--- src/rtl/sgrp_pkg.sv ---
package sgrp_pkg;
  typedef enum logic {
    OP_PROGRAM = 1'b0,
    OP_ERASE   = 1'b1
  } flash_op_e;

  localparam int unsigned ID_CODE_W = 8;
endpackage

--- src/rtl/sgrp_store.sv ---
module sgrp_store #(
  parameter int unsigned GRP_W = 3
) (
  input  logic                    clk,
  input  logic                    rst_n,
  input  logic                    cmd_valid,
  input  logic                    cmd_set,
  input  logic [GRP_W-1:0]        cmd_grp,
  input  logic                    freeze,
  output logic [(1<<GRP_W)-1:0]   prot_q
);
  localparam int unsigned NUM_GRP = 1 << GRP_W;

  logic [NUM_GRP-1:0] load_en;
  logic [NUM_GRP-1:0] prot_d;

  for (genvar g = 0; g < NUM_GRP; g++) begin : g_bit
    always_comb begin
      load_en[g] = cmd_valid && !freeze && (cmd_grp == GRP_W'(g));
      prot_d[g]  = load_en[g] ? cmd_set : prot_q[g];
    end

    always_ff @(posedge clk or negedge rst_n) begin
      if (!rst_n)          prot_q[g] <= 1'b0;
      else if (load_en[g]) prot_q[g] <= prot_d[g];
    end
  end

  // the override freezes the stored bits
  assert_frozen_R9: assert property (@(posedge clk) disable iff (!rst_n)
    freeze |=> $stable(prot_q));

  // at most one group changes per cycle
  assert_one_change_R11: assert property (@(posedge clk) disable iff (!rst_n)
    $countones(prot_q ^ $past(prot_q)) <= 1);
endmodule

--- src/rtl/sgrp_decide.sv ---
module sgrp_decide (
  input  logic clk,
  input  logic rst_n,
  input  logic req_valid,
  input  logic tmp_unlock,
  input  logic grp_locked,
  output logic grant,
  output logic deny
);
  logic grant_d;
  logic deny_d;

  always_comb begin
    grant_d = req_valid && (tmp_unlock || !grp_locked);
    deny_d  = req_valid && !tmp_unlock && grp_locked;
  end

  always_ff @(posedge clk or negedge rst_n) begin
    if (!rst_n) begin
      grant <= 1'b0;
      deny  <= 1'b0;
    end else begin
      grant <= grant_d;
      deny  <= deny_d;
    end
  end

  assert_exclusive_R5: assert property (@(posedge clk) disable iff (!rst_n)
    !(grant && deny));

  assert_pulse_cause_R5: assert property (@(posedge clk) disable iff (!rst_n)
    (grant || deny) |-> $past(req_valid));

  assert_override_R6: assert property (@(posedge clk) disable iff (!rst_n)
    (req_valid && tmp_unlock) |=> grant);

  assert_locked_deny_R3: assert property (@(posedge clk) disable iff (!rst_n)
    (req_valid && !tmp_unlock && grp_locked) |=> (deny && !grant));
endmodule

--- src/rtl/sgrp_query.sv ---
module sgrp_query #(
  parameter int unsigned GRP_W  = 3,
  parameter int unsigned CODE_W = 8
) (
  input  logic [(1<<GRP_W)-1:0] prot_q,
  input  logic [GRP_W-1:0]      query_grp,
  output logic [CODE_W-1:0]     query_code
);
  always_comb begin
    query_code    = '0;
    query_code[0] = prot_q[query_grp];
  end
endmodule

--- src/rtl/sgrp_guard.sv ---
module sgrp_guard
  import sgrp_pkg::*;
#(
  parameter int unsigned ADDR_W = 20,
  parameter int unsigned GRP_W  = 3
) (
  input  logic                 clk,
  input  logic                 rst_n,
  input  logic                 req_valid,
  input  logic                 req_op,
  input  logic [ADDR_W-1:0]    req_addr,
  input  logic                 tmp_unlock,
  input  logic                 prot_cmd_valid,
  input  logic                 prot_cmd_set,
  input  logic [ADDR_W-1:0]    prot_cmd_addr,
  input  logic [ADDR_W-1:0]    query_addr,
  output logic                 grant,
  output logic                 deny,
  output logic [ID_CODE_W-1:0] query_code
);
  localparam int unsigned NUM_GRP = 1 << GRP_W;
  localparam int unsigned LOW_W   = ADDR_W - GRP_W;

  logic [GRP_W-1:0]   req_grp;
  logic [GRP_W-1:0]   cmd_grp;
  logic [GRP_W-1:0]   qry_grp;
  logic [NUM_GRP-1:0] prot_q;
  logic               grp_locked;
  logic               unused_bits;

  always_comb begin
    req_grp    = req_addr[ADDR_W-1 -: GRP_W];
    cmd_grp    = prot_cmd_addr[ADDR_W-1 -: GRP_W];
    qry_grp    = query_addr[ADDR_W-1 -: GRP_W];
    grp_locked = prot_q[req_grp];
  end

  // both operation types share one rule; offsets inside a group do not matter
  assign unused_bits = ^{req_op, req_addr[LOW_W-1:0],
                         prot_cmd_addr[LOW_W-1:0], query_addr[LOW_W-1:0]};

  sgrp_store #(.GRP_W(GRP_W)) store_i (
    .clk       (clk),
    .rst_n     (rst_n),
    .cmd_valid (prot_cmd_valid),
    .cmd_set   (prot_cmd_set),
    .cmd_grp   (cmd_grp),
    .freeze    (tmp_unlock),
    .prot_q    (prot_q)
  );

  sgrp_decide decide_i (
    .clk        (clk),
    .rst_n      (rst_n),
    .req_valid  (req_valid),
    .tmp_unlock (tmp_unlock),
    .grp_locked (grp_locked),
    .grant      (grant),
    .deny       (deny)
  );

  sgrp_query #(.GRP_W(GRP_W), .CODE_W(ID_CODE_W)) query_i (
    .prot_q     (prot_q),
    .query_grp  (qry_grp),
    .query_code (query_code)
  );

  // a denied verdict coincides with no protection change
  assert_deny_keeps_R10: assert property (@(posedge clk) disable iff (!rst_n)
    (req_valid && !tmp_unlock && grp_locked && !prot_cmd_valid) |=> $stable(prot_q));

  // unlocked group without override is granted
  assert_open_grant_R4: assert property (@(posedge clk) disable iff (!rst_n)
    (req_valid && !grp_locked) |=> (grant && !deny));
endmodule

--- config.mk ---
export PLATFORM = sky130hd
export DESIGN_NAME = sgrp_guard
export DESIGN_NICKNAME = d
export VERILOG_FILES = /design/src/rtl/sgrp_pkg.sv /design/src/rtl/sgrp_store.sv /design/src/rtl/sgrp_decide.sv /design/src/rtl/sgrp_query.sv /design/src/rtl/sgrp_guard.sv
export SDC_FILE = /design/constraint.sdc
export NUM_CORES = 1
export LEC_CHECK = 0
export ABC_AREA = 1
export BUFFER_PORTS_ARGS = -buffer_cell sky130_fd_sc_hd__buf_4
export CORE_ASPECT_RATIO = 0.7
export CORE_MARGIN = 5
export CORE_UTILIZATION = 34
export CTS_BUF_LIST = sky130_fd_sc_hd__clkbuf_4 sky130_fd_sc_hd__clkbuf_8
export DETAILED_ROUTE_END_ITERATION = 12
export GPL_TIMING_DRIVEN = 0
export PLACE_DENSITY = 0.82
export SLEW_MARGIN = 20
export SYNTH_ARGS = -nofsm -noshare
export SYNTH_HDL_FRONTEND = slang
export SYNTH_SLANG_ARGS = --single-unit
export TNS_END_PERCENT = 1
--- constraint.sdc ---
create_clock -name clk -period 0.9 [get_ports clk]
set_input_delay 0 -clock clk [delete_from_list [all_inputs] [get_ports clk]]
set_output_delay 0 -clock clk [all_outputs]
set_load 0.02 [all_outputs]
Yosys cells after proc, flatten, opt, wreduce, memory -nomap -nowiden
Index checks and enable logic that the tools add are counted.

$lt $le $gt $ge: 2. Equal/unequal tests: 7. Mux-type cells: 4. Reduce and logical (&&, ||, !) cells: 16.

Operator list (count): $eq 3x3->1 const B (4); $logic_and 1x1->1 (12); $lt 3x4->1 const B (2); $bmux 1 s3 (2); $eq 3x2->1 const B (2); $eq 3x1->1 const B (1); $logic_not 3->1 (1); $logic_not 1->1 (2); $mux 1 (2); $logic_or 1x1->1 (1).

Register bits: 10. Bits of input ports: 67. Output and inout port bits: 10. Logic and storage cells: 39.

Logic depth before layout (Yosys ltp)
Depth in word-level cells: 5. Depth in mapped cells: 7. Mapped depth without buffers: 7.

Hierarchy
From an unflattened synthesis, not the netlist that was laid out.

Cells, all modules: 127. Area total of the unflattened synthesis: 759.5 um^2.

By module, submodules not included: sgrp_store (times used 1, cells each 56, area each 410.4 um^2, sequential area each 200.2 um^2); sgrp_query (times used 1, cells each 36, area each 166.4 um^2, sequential area each 0.0 um^2); sgrp_guard (times used 1, cells each 28, area each 110.1 um^2, sequential area each 0.0 um^2); sgrp_decide (times used 1, cells each 7, area each 72.6 um^2, sequential area each 50.0 um^2).

Least setup slack after synthesis
Ideal clock, no wire load.

Path kind: flip-flop to flip-flop. Start point: register store_i.prot_q[7]. End point: register decide_i.grant. Setup time: 113 ps. Arrival time: 725 ps. Required time: 787 ps. Path slack: 63 ps. Cell stages (with the launch flop): 8. Clock period less this slack: 837 ps. Path through: dfrtp_1 > inv_1 > nand2_1 > nand3_2 > nand3_2 > nand3_2 > nand2_1 > inv_1.

Longest elaborated chain between the ends: 5.

Ends and longest elaborated chain: start, declared (RTL line sgrp_store.sv:10) `output logic [(1<<GRP_W)-1:0] prot_q`; start signal, assigned by index (RTL line sgrp_store.sv:25) `else if (load_en[g]) prot_q[g] <= prot_d[g];`; $bmux 1 s3 (RTL line sgrp_guard.sv:35) `grp_locked = prot_q[req_grp];`; $mux 1 (not written as such) (RTL line sgrp_guard.sv:35); $logic_not 1->1 (RTL line sgrp_decide.sv:14) `grant_d = req_valid && (tmp_unlock || !grp_locked);`; $logic_or 1x1->1 (RTL line sgrp_decide.sv:14); $logic_and 1x1->1 (RTL line sgrp_decide.sv:14); net decide_i.grant_d (RTL line sgrp_decide.sv:10) `logic grant_d;`; end signal, assigned (RTL line sgrp_decide.sv:23) `grant <= grant_d;`; end, declared (RTL line sgrp_decide.sv:7) `output logic grant,`.

The timed path passes the listed nets, and every way through them passes these cells. The select of a mux whose other input is x is not followed. A chain may end at the register's enable or synchronous reset.

Final worst setup path
Start point: register store_i.prot_q[3]. End point: output port query_code[0].

Longest elaborated chain between the ends: 2.

Ends and longest elaborated chain: $bmux 1 s3 (RTL line sgrp_query.sv:11) `query_code[0] = prot_q[query_grp];`; $mux 1 (not written as such) (RTL line sgrp_query.sv:11); end, declared (RTL line sgrp_guard.sv:19) `output logic [ID_CODE_W-1:0] query_code`.

Every way passes these cells. The select of a mux whose other input is x is not followed.

==> results by group <==
Floorplanning
  • Io pins: 77
  • Std-Cell Rows: 13
  • Initial Util: between 30% and 40%
  • Die area: just under 3000 µm²
  • Core outline area: around 1900 µm²
  • Die width: 62.8 µm
  • Die height: 47.0 µm

Status
  • Outcome: complete, but fails checks
  • Failing checks: setup timing

Timing
  • Fmax: 825 MHz
  • Final Hold Viols: 0
  • Fin crit share: 135%
  • Final TNS setup: -0.376 ns
  • Final Max Tran Viols: 0
  • RSZ-0062 raised after global routing: true
  • Worst clock skew: 0.00138 ns
  • Setup slack after layout: -0.312 ns
  • Fin crit period: 1.21 ns
  • # setup viols final: 3

Routing
  • Wire per inst: 11.3 µm
  • Via count: ~640
  • Pre-Repair DR Iteration Count: 4
  • DR vias/cell: 4.51
  • Initial DRC Count: 16
  • Post-route DRC: 0
  • Final wirelength: 1600 µm
  • ANT nets after route: 0

Layout
  • Most common cell after layout, fill and taps aside: buf_4
  • Area of the multi-input gates: roughly 320 µm²
  • # nets final: 189
  • Share of cells above drive strength 1: a little over a third
  • # fillers: 189
  • Commonest non-fill, non-tap cells in the layout: buf_4 (25), nand2_1 (15), inv_1 (11)
  • FF+latch area: roughly 250 µm²
  • Area grow syn2layout: 37.5%
  • Final antenna diode count: 0

Logic synthesis
  • Synth warn: 0
  • #FFs+latches synth: 10
  • Syn Area/Cell: 7.45 µm²
  • Mapped Area: 663 µm²
  • Synth top area share: a little under two fifths
  • Mapped Cells: 89
  • Seq/Total Area, Yosys: 37.7%
  • Synth cell types: 19
  • Synth area leaders: dfrtp_1 (38%), inv_1 (8.5%), nand2_1 (8.5%)
  • Cell taking the most area after synthesis: dfrtp_1

Place
  • HPWL after DPL: roughly 1300 µm
  • PortBufs: 17
  • GP Congestion: 0.804

Pwr
  • Cell Pwr Density: 1540 nW/µm²
  • Total power: 1400 µW
  • VDD IR max: 0.689 mV
  • LEAKAGE: 0.000495 µW

Setup path
  • CP required: 0.90 ns
  • Critical-path maximum fanout: 2
  • Setup crit start kind: register
  • Critical setup path kind: reg -> out
  • Critical Path AT: between 1 and 1.5 ns
  • RR Startpoint: store_i.prot_q[2]
  • Setup crit start: store_i.prot_q[3]
  • Setup crit end kind: output port

Clock tree
  • CTS buffer count: 3
  • CTS clk-pin slew, worst paths: ~0.06 ns
  • Sink Count: 10
  • Clock Latency Late Sink: 0.26 ns
  • Clk buf depth: 2
  • CTS root buf: clkbuf_4
  • TritonCTS clock tree: done
  • H-tree levels: 1

Min path
  • Hold Crit Class: in -> reg
  • Min-delay src: tmp_unlock

Global route
  • GRT Total Usage: 11.7%
  • First-pass GRT wire length: 2640 µm
  • Grt ovf: 0
  • Pin count of the biggest net entering global routing: 11
  • Initial antenna violation count: 0
  • Vias in the first global route: 623

Flow run
  • Max-Cap Viols: 0
-- final timing paths --
path | cells past startpoint | slack (ns) | end
setup / recovery | 6 | -0.31 | query_code[0]
hold / removal | 4 | 0.03 | decide_i.deny
setup reg to reg | 7 | -0.06 | decide_i.grant
hold reg to reg | 2 | 0.57 | store_i.prot_q[6]
max in group asynchronous | 2 | 0.66 | decide_i.grant
min in group asynchronous | 2 | 0.10 | store_i.prot_q[2]
-- kinds of logic (layout without fill, tap and decap cells) --
logic type | after synthesis | count (layout) | share of synthesized area (%)
AND/OR/NAND/NOR | 32 | 32 | 25.5
buffers and inverters | 25 | 50 | 18.1
AO/OA/AOI/OAI | 21 | 21 | 18.1
flip-flops | 10 | 10 | 37.7
other | 1 | 7 | 0.565
-- repair_timing --
item / in CTS / in global routing
pin swaps: 1 / 0
hold endpoints to repair: 14 / 0
setup endpoints to repair: 3 / 3
gates resized for setup: 6 / 0
hold buffers: 3 / 0
setup buffers: 2 / 0
-- cell type report --
cell class                 instances  area share [%]
buffer                             7            5.76
clock buffer                       3            2.47
inverter                          18            7.41
multi-input combinational         60            34.6
sequential                        10            27.4
tap                               22            3.02
timing repair buffer              22            19.3
-- synthesized netlist by cell type (all sizes together) --
master,n
a21oi,8
a31oi,6
buf,7
conb,1
dfrtp,10
inv,18
nand2,16
nand3,8
nand3b,1
nor2,5
nor3,2
o211ai,2
o21a,1
o21ai,4
-- metrics by stage --
stage	cells	hold WS, ns	cell area (µm²)	utilization [%]	worst slack, ns
after floorplan	95	-0.296	686	-	0.0625
after global placement	134	-0.168	841	45.3	-0.0491
after detailed placement	134	-0.167	841	45.3	-0.0748
after CTS	142	0.0237	912	49.2	-0.330
after global routing	142	0.0382	912	49.2	-0.382
final	142	0.0349	912	49.2	-0.312
-- power breakdown --
part	switching [µW]	internal, µW
Sequential	68.6	543
Clock	137	154
Combinational	270	229
Total	476	926
-- sequential cells by signal, indices dropped and copies added (netlist names) --
signal	count
store_i.prot_q	8
decide_i.deny	1
decide_i.grant	1
-- worst max-delay path: stages (launching register included) --
cell and delay, ns:
dfrtp_1 0.38, inv_1 0.08, nand2_1 0.05, o211ai_1 0.07
nand2_1 0.07, o21a_1 0.18, buf_6 0.13
-- per-layer routing --
layer / track usage [%] / vias up / share of wire, %
li1: - / 338 / -
met1: 13.6 / 292 / 44
met2: 21.9 / 11 / 53
met3: 1.67 / 0 / 3.0
met4: 6.36 / 0 / 0
met5: 0 / - / 0
No activity file was read; power rests on OpenSTA's default activity.
